===== src/rtl/lbuf_pkg.sv =====
package lbuf_pkg;

    localparam int unsigned LB_ADDR_W = 16;
    localparam int unsigned LB_INSN_W = 32;
    localparam int unsigned LB_DEPTH  = 128;

    typedef enum logic [1:0] {
        MODE_NORMAL = 2'd0,
        MODE_FILL   = 2'd1,
        MODE_EXEC   = 2'd2
    } lb_mode_e;

    // Next phase of the sequencer from the three events that move it.
    function automatic lb_mode_e lb_next_mode(
        input lb_mode_e cur,
        input logic     accept,
        input logic     fill_done,
        input logic     leave
    );
        lb_mode_e nxt;
        nxt = cur;
        unique case (cur)
            MODE_NORMAL: if (accept)    nxt = MODE_FILL;
            MODE_FILL:   if (fill_done) nxt = MODE_EXEC;
            MODE_EXEC:   if (leave)     nxt = MODE_NORMAL;
            default:                    nxt = MODE_NORMAL;
        endcase
        return nxt;
    endfunction

endpackage


===== src/rtl/lbuf_window.sv =====
module lbuf_window #(
    parameter int unsigned AW    = 16,
    parameter int unsigned PW    = 7,
    parameter int unsigned OW    = 8,
    parameter int unsigned DEPTH = 128
) (
    input  logic          clk,
    input  logic          rst,
    input  logic          load_i,
    input  logic          clear_i,
    input  logic [AW-1:0] cmd_addr_i,
    input  logic [OW-1:0] cmd_off_i,
    input  logic [AW-1:0] fetch_addr_i,
    output logic          fits_o,
    output logic [AW-1:0] start_o,
    output logic [OW-1:0] span_o,
    output logic          in_win_o,
    output logic [PW-1:0] idx_o
);

    logic [AW-1:0] start_q, last_q;
    logic [OW-1:0] span_q;
    logic          valid_q;
    logic [AW:0]   top_sum;
    logic [AW-1:0] start_d;
    logic [AW-1:0] rel;

    // Last window address computed one bit wider to detect wrap past the top.
    assign top_sum = {1'b0, cmd_addr_i} + (AW+1)'(cmd_off_i) + (AW+1)'(1);
    assign start_d = cmd_addr_i + AW'(1);
    assign fits_o  = (cmd_off_i < OW'(DEPTH)) && !top_sum[AW];

    always_ff @(posedge clk) begin
        if (rst || clear_i) begin
            start_q <= '0;
            last_q  <= '0;
            span_q  <= '0;
            valid_q <= 1'b0;
        end else if (load_i) begin
            start_q <= start_d;
            last_q  <= top_sum[AW-1:0];
            span_q  <= cmd_off_i;
            valid_q <= 1'b1;
        end
    end

    assign rel      = fetch_addr_i - start_q;
    assign in_win_o = valid_q && (fetch_addr_i >= start_q) && (fetch_addr_i <= last_q);
    assign idx_o    = rel[PW-1:0];
    assign start_o  = start_q;
    assign span_o   = span_q;

    AST_IDX_IN_SPAN: assert property (@(posedge clk) disable iff (rst)
        in_win_o |-> (OW'(idx_o) <= span_q));
    AST_WIN_HELD: assert property (@(posedge clk) disable iff (rst)
        (valid_q && !clear_i) |=> ($stable(start_q) && $stable(last_q)));

endmodule


===== src/rtl/lbuf_filler.sv =====
module lbuf_filler #(
    parameter int unsigned AW = 16,
    parameter int unsigned IW = 32,
    parameter int unsigned PW = 7,
    parameter int unsigned OW = 8
) (
    input  logic          clk,
    input  logic          rst,
    input  logic          active_i,
    input  logic          restart_i,
    input  logic          ack_i,
    input  logic [OW-1:0] span_i,
    input  logic [AW-1:0] start_i,
    input  logic [IW-1:0] rdata_i,
    output logic [AW-1:0] addr_o,
    output logic          we_o,
    output logic [PW-1:0] waddr_o,
    output logic [IW-1:0] wdata_o,
    output logic          done_o
);

    logic [PW-1:0] ptr_q;

    assign we_o    = active_i && ack_i;
    assign done_o  = we_o && (OW'(ptr_q) == span_i);
    assign addr_o  = start_i + AW'(ptr_q);
    assign waddr_o = ptr_q;
    assign wdata_o = rdata_i;

    always_ff @(posedge clk) begin
        if (rst || restart_i) begin
            ptr_q <= '0;
        end else if (we_o) begin
            ptr_q <= done_o ? '0 : ptr_q + PW'(1);
        end
    end

    AST_WAIT_HOLDS_PTR: assert property (@(posedge clk) disable iff (rst)
        (active_i && !ack_i && !restart_i) |=> $stable(ptr_q));

endmodule


===== src/rtl/lbuf_fsm.sv =====
module lbuf_fsm
    import lbuf_pkg::*;
(
    input  logic     clk,
    input  logic     rst,
    input  logic     accept_i,
    input  logic     fill_done_i,
    input  logic     leave_i,
    output lb_mode_e mode_o,
    output logic     load_o,
    output logic     clear_o
);

    lb_mode_e mode_q;

    always_ff @(posedge clk) begin
        if (rst) mode_q <= MODE_NORMAL;
        else     mode_q <= lb_next_mode(mode_q, accept_i, fill_done_i, leave_i);
    end

    assign mode_o  = mode_q;
    assign load_o  = (mode_q == MODE_NORMAL) && accept_i;
    assign clear_o = (mode_q == MODE_EXEC) && leave_i;

    AST_FILL_DONE_EXEC: assert property (@(posedge clk) disable iff (rst)
        (mode_q == MODE_FILL && fill_done_i) |=> (mode_q == MODE_EXEC));
    AST_EXIT_TO_NORMAL: assert property (@(posedge clk) disable iff (rst)
        (mode_q == MODE_EXEC && leave_i) |=> (mode_q == MODE_NORMAL));

endmodule


===== src/rtl/lbuf_seq_ctrl.sv =====
module lbuf_seq_ctrl
    import lbuf_pkg::*;
#(
    parameter int unsigned AW    = LB_ADDR_W,
    parameter int unsigned IW    = LB_INSN_W,
    parameter int unsigned DEPTH = LB_DEPTH,
    localparam int unsigned PW   = $clog2(DEPTH),
    localparam int unsigned OW   = PW + 1
) (
    input  logic          clk,
    input  logic          rst,
    input  logic          core_fetch_i,
    input  logic [AW-1:0] pc_i,
    input  logic          br_taken_i,
    input  logic [AW-1:0] br_target_i,
    input  logic          lbon_i,
    input  logic [AW-1:0] lbon_addr_i,
    input  logic [OW-1:0] lbon_offset_i,
    output logic          l1_req_o,
    output logic [AW-1:0] l1_addr_o,
    input  logic          l1_ack_i,
    input  logic [IW-1:0] l1_rdata_i,
    output logic          buf_we_o,
    output logic [PW-1:0] buf_waddr_o,
    output logic [IW-1:0] buf_wdata_o,
    output logic          buf_re_o,
    output logic [PW-1:0] buf_raddr_o,
    output logic [1:0]    mode_o
);

    lb_mode_e      mode;
    logic [AW-1:0] fetch_addr;
    logic          fits, in_win, load, clear, fill_done, leave;
    logic [AW-1:0] win_start, fill_addr;
    logic [OW-1:0] win_span;
    logic [PW-1:0] rd_idx;

    assign fetch_addr = br_taken_i ? br_target_i : pc_i;
    assign leave      = core_fetch_i && !in_win;

    lbuf_fsm u_fsm (
        .clk         (clk),
        .rst         (rst),
        .accept_i    (lbon_i && fits),
        .fill_done_i (fill_done),
        .leave_i     (leave),
        .mode_o      (mode),
        .load_o      (load),
        .clear_o     (clear)
    );

    lbuf_window #(.AW(AW), .PW(PW), .OW(OW), .DEPTH(DEPTH)) u_win (
        .clk          (clk),
        .rst          (rst),
        .load_i       (load),
        .clear_i      (clear),
        .cmd_addr_i   (lbon_addr_i),
        .cmd_off_i    (lbon_offset_i),
        .fetch_addr_i (fetch_addr),
        .fits_o       (fits),
        .start_o      (win_start),
        .span_o       (win_span),
        .in_win_o     (in_win),
        .idx_o        (rd_idx)
    );

    lbuf_filler #(.AW(AW), .IW(IW), .PW(PW), .OW(OW)) u_fill (
        .clk       (clk),
        .rst       (rst),
        .active_i  (mode == MODE_FILL),
        .restart_i (load),
        .ack_i     (l1_ack_i),
        .span_i    (win_span),
        .start_i   (win_start),
        .rdata_i   (l1_rdata_i),
        .addr_o    (fill_addr),
        .we_o      (buf_we_o),
        .waddr_o   (buf_waddr_o),
        .wdata_o   (buf_wdata_o),
        .done_o    (fill_done)
    );

    // Source selection per phase: the core owns L1 in normal mode, the
    // filler owns it while copying, and nobody uses it while executing.
    always_comb begin
        l1_req_o    = 1'b0;
        l1_addr_o   = fetch_addr;
        buf_re_o    = 1'b0;
        buf_raddr_o = rd_idx;
        unique case (mode)
            MODE_NORMAL: l1_req_o = core_fetch_i;
            MODE_FILL: begin
                l1_req_o  = 1'b1;
                l1_addr_o = fill_addr;
            end
            MODE_EXEC:   buf_re_o = core_fetch_i && in_win;
            default:     l1_req_o = 1'b0;
        endcase
    end

    assign mode_o = mode;

    AST_BUF_XOR_L1: assert property (@(posedge clk) disable iff (rst)
        buf_re_o |-> !l1_req_o);
    AST_WE_IN_FILL: assert property (@(posedge clk) disable iff (rst)
        buf_we_o |-> (mode == MODE_FILL));
    AST_REJECT_LONG: assert property (@(posedge clk) disable iff (rst)
        (mode == MODE_NORMAL && lbon_i && lbon_offset_i >= OW'(DEPTH)) |=> (mode == MODE_NORMAL));

endmodule


===== config.mk =====
export PLATFORM = sky130hd
export DESIGN_NAME = lbuf_seq_ctrl
export DESIGN_NICKNAME = d
export VERILOG_FILES = /design/src/rtl/lbuf_pkg.sv /design/src/rtl/lbuf_window.sv /design/src/rtl/lbuf_filler.sv /design/src/rtl/lbuf_fsm.sv /design/src/rtl/lbuf_seq_ctrl.sv
export SDC_FILE = /design/constraint.sdc
export NUM_CORES = 1
export LEC_CHECK = 0
export ABC_CLOCK_PERIOD_IN_PS = 4500
export BUFFER_PORTS_ARGS = -buffer_cell sky130_fd_sc_hd__buf_2
export CAP_MARGIN = 10
export CORE_MARGIN = 10
export CORE_UTILIZATION = 50
export DETAILED_ROUTE_END_ITERATION = 12
export PLACE_DENSITY = 0.79
export SETUP_SLACK_MARGIN = 0.2
export SKIP_CTS_REPAIR_TIMING = 1
export SLEW_MARGIN = 5
export SYNTH_ARGS = -nofsm -noshare
export SYNTH_HDL_FRONTEND = slang
export SYNTH_SLANG_ARGS = --single-unit

===== constraint.sdc =====
create_clock -name clk -period 4.5 [get_ports clk]
set_input_delay 0.9 -clock clk [delete_from_list [all_inputs] [get_ports clk]]
set_output_delay 0.9 -clock clk [all_outputs]
set_load 0.005 [all_outputs]

# --- After elaboration in Yosys (flattened, before gate mapping) ---
# Index checks and enable logic that the tools add are counted.
op_classes:
  mux: 9
  n_shift: 0
  n_addsub: 6
  n_reduce_logical: 16
  n_lt_le_gt_ge: 3
  div: 0
  multipliers: 0
  bitwise: 0
  eq_ne: 6
op_table:
  columns: ["cell", "n"]
  rows:
  - ["16-bit 2-to-1 mux", 2]
  - ["16-bit by 8-bit adder with 17-bit output", 1]
  - ["17-bit by 1-bit adder with 17-bit output, second input constant", 1]
  - ["16-bit by 1-bit adder with 16-bit output, second input constant", 1]
  - ["16-bit by 7-bit adder with 16-bit output", 1]
  - ["16-bit >= comparator", 1]
  - ["16-bit less-or-equal comparator", 1]
  - ["1-bit logical AND", 10]
  - ["7-bit by 8-bit == test with 1-bit output", 1]
  - ["8-bit < comparator, second input constant", 1]
  - ["7-bit by 1-bit adder with 7-bit output, second input constant", 1]
  - ["7-bit 2-to-1 mux", 1]
  - ["7-bit subtractor", 1]
  - ["2-bit 2-to-1 mux", 3]
  - ["2-bit case mux with 3 select lines", 1]
  - ["2-bit by 1-bit inequality test with 1-bit output, second input constant", 2]
  - ["3-bit AND reduction", 1]
  - ["2-bit by 1-bit == test with 1-bit output, second input constant", 1]
  - ["2-bit == test, second input constant", 1]
  - ["1-bit logical NOT", 2]
  - ["2-bit logical NOT", 1]
  - ["1-bit logical OR", 2]
  - ["2-bit inequality test, second input constant", 1]
  - ["1-bit case mux with 2 select lines", 1]
  - ["1-bit 2-to-1 mux", 1]
word_totals:
  ramBits: 0
  in_bits: 94
  elab_cells: 46
  n_memories: 0
  rom_bits: 0
  latch_bits: 0
  reg_bits: 50

# --- Logic depth before layout (Yosys ltp) ---
logic_depth:
  word_depth: 8
  ltp_mapped: 12

# --- Cells and area by module ---
# Synthesis repeated with hierarchy kept, for this count alone.
unflattened:
  hier_cells: 564
  area_unflattened_um2: 4785.8
by_module_without_submodules:
  columns: ["mod", "cells_each", "n_inst", "area_each_um2", "seq_area_each_um2"]
  rows:
  - ["lbuf_window", 369, 1, 3047.9, 820.8]
  - ["lbuf_filler", 141, 1, 1122.3, 140.1]
  - ["lbuf_seq_ctrl", 43, 1, 519.2, 0.0]
  - ["lbuf_fsm", 11, 1, 96.3, 40.0]

# --- Worst setup path after synthesis ---
# Ideal clock, no wire load.
synth_timing:
  path_type: "in2out"
  startpoint: "in br_taken_i"
  endpoint: "out buf_re_o"
  stages: 11
  n_path_buf: 3
  setup_slack_ns: 0.159
  arrival_time_ns: 3.441
  cell_sequence: "clkbuf_1 -> buf_1 -> mux2_2 -> ha_1 -> a21o_1 -> a21o_1 -> a21o_1 -> a22o_1 -> o22ai_2 -> buf_2 -> nor2_1"
synth_via:
  elab_chain_len: 6
  word_cells_on_any_way: 7
  classes_between: "2 x order compare; 2 x mux; 3 x reduce/logical"
synth_lines:
  columns: ["element", "line_no", "rtl"]
  rows:
  - ["start, declared", "lbuf_seq_ctrl.sv:14", "input logic br_taken_i,"]
  - ["16-bit 2-to-1 mux (*)", "lbuf_seq_ctrl.sv:38", "assign fetch_addr = br_taken_i ? br_target_i : pc_i;"]
  - ["16-bit >= comparator", "lbuf_window.sv:48", "assign in_win_o = valid_q && (fetch_addr_i >= start_q) && (fetch_addr_i <= last_q);"]
  - ["1-bit logical AND", "lbuf_window.sv:48", null]
  - ["1-bit logical AND (*)", "lbuf_window.sv:48", null]
  - ["1-bit logical AND (*)", "lbuf_seq_ctrl.sv:96", "MODE_EXEC: buf_re_o = core_fetch_i && in_win;"]
  - ["1-bit 2-to-1 mux (*)", "lbuf_seq_ctrl.sv:90", "unique case (mode)"]
  - ["end, declared", "lbuf_seq_ctrl.sv:26", "output logic buf_re_o,"]
# Every way passes the cells marked *; elsewhere a longest branch is shown, timed or not.

# --- Worst setup path after layout ---
# Ends and elaborated chain as after synthesis.

==> PnR_summary.wiki <==
{| class="wikitable"
! Metric !! Value
|-
| Most utilized layer in the global route result || met2
|-
| Leakage dissipation || 2.217 nW
|-
| Overall die height || 119.0 µm
|-
| Share of the cycle needed by the critical path after routing || 89.24%
|-
| CTS tree || built
|-
| Portion of the post-synthesis area used by sequential elements || 20.44%
|-
| Cell type with the largest total area after synthesis || sky130_fd_sc_hd__dfxtp_1
|-
| Final-report setup violation count || 0
|-
| Cell area after technology mapping || 4896 µm²
|-
| NumNets Final || 813
|-
| Data arrival at the endpoint of the critical path || 3120 ps
|-
| Total chip power || 0.001274 W
|-
| Worst setup startpoint || br_taken_i
|-
| HPWL reported at the end of detailed placement || 11.33 mm
|-
| Fin util || 55.10%
|-
| Setup repair after global routing missed its margin || false
|-
| Number of nets in the synthesized netlist || 768
|-
| Die width || 119.0 µm
|-
| Number of placement rows || 36
|-
| Total inserted antenna cells || 0
|-
| Number of buffers added by the clock tree synthesis step || 5
|-
| Clock tree buffer depth || 2
|-
| Status || complete, no violations
|-
| Final number of hold-violating endpoints || 0
|-
| Class of the most critical hold timing path || flip-flop to flip-flop
|-
| Kind of launch point of the worst setup path || primary input
|-
| Cell Pwr Density || 239.8 nW/µm²
|-
| Maximum number of pins on one net before global-route repair || 75
|-
| I/O pin count || 161
|-
| # clock sinks || 50
|-
| Global-route wire length before repair || 23.47 mm
|-
| DR vias/cell || 5.784
|-
| Worst clock skew || 11.80 ps
|-
| Fin Hold WS || 444.2 ps
|-
| Category of the most critical setup path || primary input to output pin
|-
| Max Transition Viols Final || 0
|-
| Last weighted congestion value of the routability-driven placer || 0.9624
|-
| Top cell types by occurrence after synthesis || 52 x sky130_fd_sc_hd__nor2_1, 50 x sky130_fd_sc_hd__dfxtp_1, 49 x sky130_fd_sc_hd__ha_1
|-
| Worst-path maximum fanout || 16
|-
| Worst setup EP type || output pin
|-
| Final Non-Filler Cells || 801
|-
| Most used DFF post-synth || sky130_fd_sc_hd__dfxtp_1
|-
| EDFF count, synth || 0
|-
| Number of flip-flops and latches in the synthesized netlist || 50
|-
| Remaining global-route overflow || 0
|-
| Fin Setup TNS || 0 ps
|-
| Most frequent cell after synthesis || sky130_fd_sc_hd__nor2_1
|-
| Critical path required time || 3600 ps
|-
| Max-capacitance violation count || 0
|-
| Met1 capacity usage during global routing || 25.67%
|-
| Post-Syn Area per Cell || 7.871 µm²
|-
| Initial core utilization || 50.79%
|-
| Total global-route track usage || 19.54%
|-
| Drt first pass iters || 5
|-
| Post-Synthesis Cells || 622
|-
| Routing usage on met2 || 31.36%
|-
| Routed via count || 4633
|-
| Worst slew margin relative to its limit || 41.08%
|-
| Clock Pin Slew Worst Setup and Hold Paths || 90 ps
|-
| Most area-consuming cells after synthesis || sky130_fd_sc_hd__dfxtp_1 20%, sky130_fd_sc_hd__ha_1 13%, sky130_fd_sc_hd__a211oi_1 5.5%
|-
| Global Route met3 Usage || 4.487%
|-
| First-iteration detailed-routing DRC count || 546
|-
| Average wire length per cell after detail routing || 17.73 µm
|-
| Antenna violations before repair || 0
|-
| Number of library cell types mapped by synthesis || 61
|-
| Die Area || 14150 µm²
|-
| Slew of the pin with the lowest slew margin || 883.9 ps
|-
| Fraction of final layout cells sized beyond drive strength 1 || 20.51%
|-
| Core Region || 9639 µm²
|-
| Total detailed-routing wirelength || 14.20 mm
|-
| Maximum resistive drop on vdd || 0.1285 mV
|-
| Fmax || 249.0 MHz
|-
| Clock insertion delay at the later pin of the skew report || 310 ps
|-
| Startpoint of the lowest-slack hold path || u_win.span_o[7]
|-
| Quantity of I/O buffers inserted on ports || 96
|-
| Buffer cell driving the clock tree root || sky130_fd_sc_hd__clkbuf_8
|-
| Synth-to-Final Area Change || 8.484%
|-
| Share of synthesized flip-flops with an asynchronous set or reset || 0%
|-
| Number of H-tree branching levels || 2
|-
| Placed Cells incl. Taps || 793
|-
| Via count of the first global-routing pass || 4601
|-
| Launch instance of the worst register-to-register path || u_win.start_o[0]
|-
| Share of the synthesized area in the top cell type || 20.44%
|-
| Residual antenna-violating net count after detailed routing || 0
|-
| Minimum period implied by the final worst setup slack || 4016 ps
|-
| Yosys warnings || 0
|-
| Post-detailed-route DRC marker count || 0
|}
==> cells in the final DEF, fill, tap and decap left out, types with 5 or more instances in the layout <==
cell type                  netlist  layout
sky130_fd_sc_hd__nor2_1         52      52
sky130_fd_sc_hd__mux2i_1         8       8
sky130_fd_sc_hd__ha_1           49      49
sky130_fd_sc_hd__a211oi_2        6       6
sky130_fd_sc_hd__inv_1          48      48
sky130_fd_sc_hd__nand2_1        37      37
sky130_fd_sc_hd__xnor2_1        28      28
sky130_fd_sc_hd__o21ai_0        23      23
sky130_fd_sc_hd__nor2b_1         6       5
sky130_fd_sc_hd__mux2_2         15      15
sky130_fd_sc_hd__a21oi_1        43      43
sky130_fd_sc_hd__nand4_1        13      13
sky130_fd_sc_hd__buf_2           8      95
sky130_fd_sc_hd__a211oi_1       36      36
sky130_fd_sc_hd__nor3_1         15      15
sky130_fd_sc_hd__nor4_1          6       6
sky130_fd_sc_hd__clkbuf_8        0       5
sky130_fd_sc_hd__xor2_1         20      20
sky130_fd_sc_hd__dfxtp_1        50      50
sky130_fd_sc_hd__nand3_1        26      26
sky130_fd_sc_hd__and3_1          9       9
sky130_fd_sc_hd__a21o_1         12      12
sky130_fd_sc_hd__o22ai_1         5       5
==> metrics by stage <==
| stage | area [µm²] | setup slack, ps |
|---|---|---|
| finish | 5311 | 484.1 |
| global route | 5311 | 234.5 |
| CTS | 5309 | 385.2 |
| detailed placement | 5199 | 367.3 |
| global placement | 5199 | 433.5 |
| floorplan | 4897 | 302.4 |
==> cell type report <==
class,instances,area [µm²]
timing repair buffer,100,525.5
fill,932,4328
inverter,48,180.2
tap,133,166.4
sequential,50,1001
clock inverter,2,37.54
multi-input combinational,462,3328
clock buffer,6,72.57
==> report_power, final <==
| group | internal, W | switching (W) | total [W] |
|---|---|---|---|
| clock network | 0.000166 | 0.000149 | 0.000315 |
| logic | 0.000204 | 0.000263 | 0.000467 |
| registers | 0.000468 | 0.0000232 | 0.000491 |
==> state kept, by name (all words and copies together) (netlist names) <==
| register | cells |
|---|---|
| u_fill.waddr_o | 7 |
| u_win.span_o | 8 |
| u_win.last_q | 16 |
| u_win.start_o | 16 |
| u_win.valid_q | 1 |
| u_fsm.mode_o | 2 |
==> critical path, cell delays in order <==
cell and delay, ps:
sky130_fd_sc_hd__clkbuf_4 210, sky130_fd_sc_hd__mux2i_1 190, sky130_fd_sc_hd__ha_1 230, sky130_fd_sc_hd__fa_1 400, sky130_fd_sc_hd__nand2b_1 170, sky130_fd_sc_hd__a21oi_1 240
sky130_fd_sc_hd__o221ai_1 180, sky130_fd_sc_hd__a21oi_1 220, sky130_fd_sc_hd__o22ai_2 130, sky130_fd_sc_hd__nor2_1 110, sky130_fd_sc_hd__buf_2 130
==> kinds of logic (layout without fill, tap and decap cells) <==
kind of cell    after synthesis  count (layout)  share of synthesized area [%]
xor+xnor                     48              48                          8.587
compound gates              163             163                          22.98
mux                          23              23                          5.086
flops                        50              50                          20.44
fa+ha+maj                    52              52                          13.75
buf+inv                     110             156                          11.86
simple gates                176             176                          17.30
==> metal layers <==
metal | share of wire (%) | vias to the layer above
met1 | 45 | 2139
met3 | 7.5 | 26
met5 | 0 | -
li1 | - | 2282
met4 | 1.6 | 0
met2 | 46 | 186
==> final timing paths <==
path,slack [ps],cells after the start,to
worst min-delay path,440,2,u_win.span_o[7]
worst max-delay path,480,11,buf_re_o
worst min register to register,440,2,u_win.span_o[7]
worst max register to register,1820,9,u_win.start_o[15]
No activity file was read; power rests on OpenSTA's default activity.
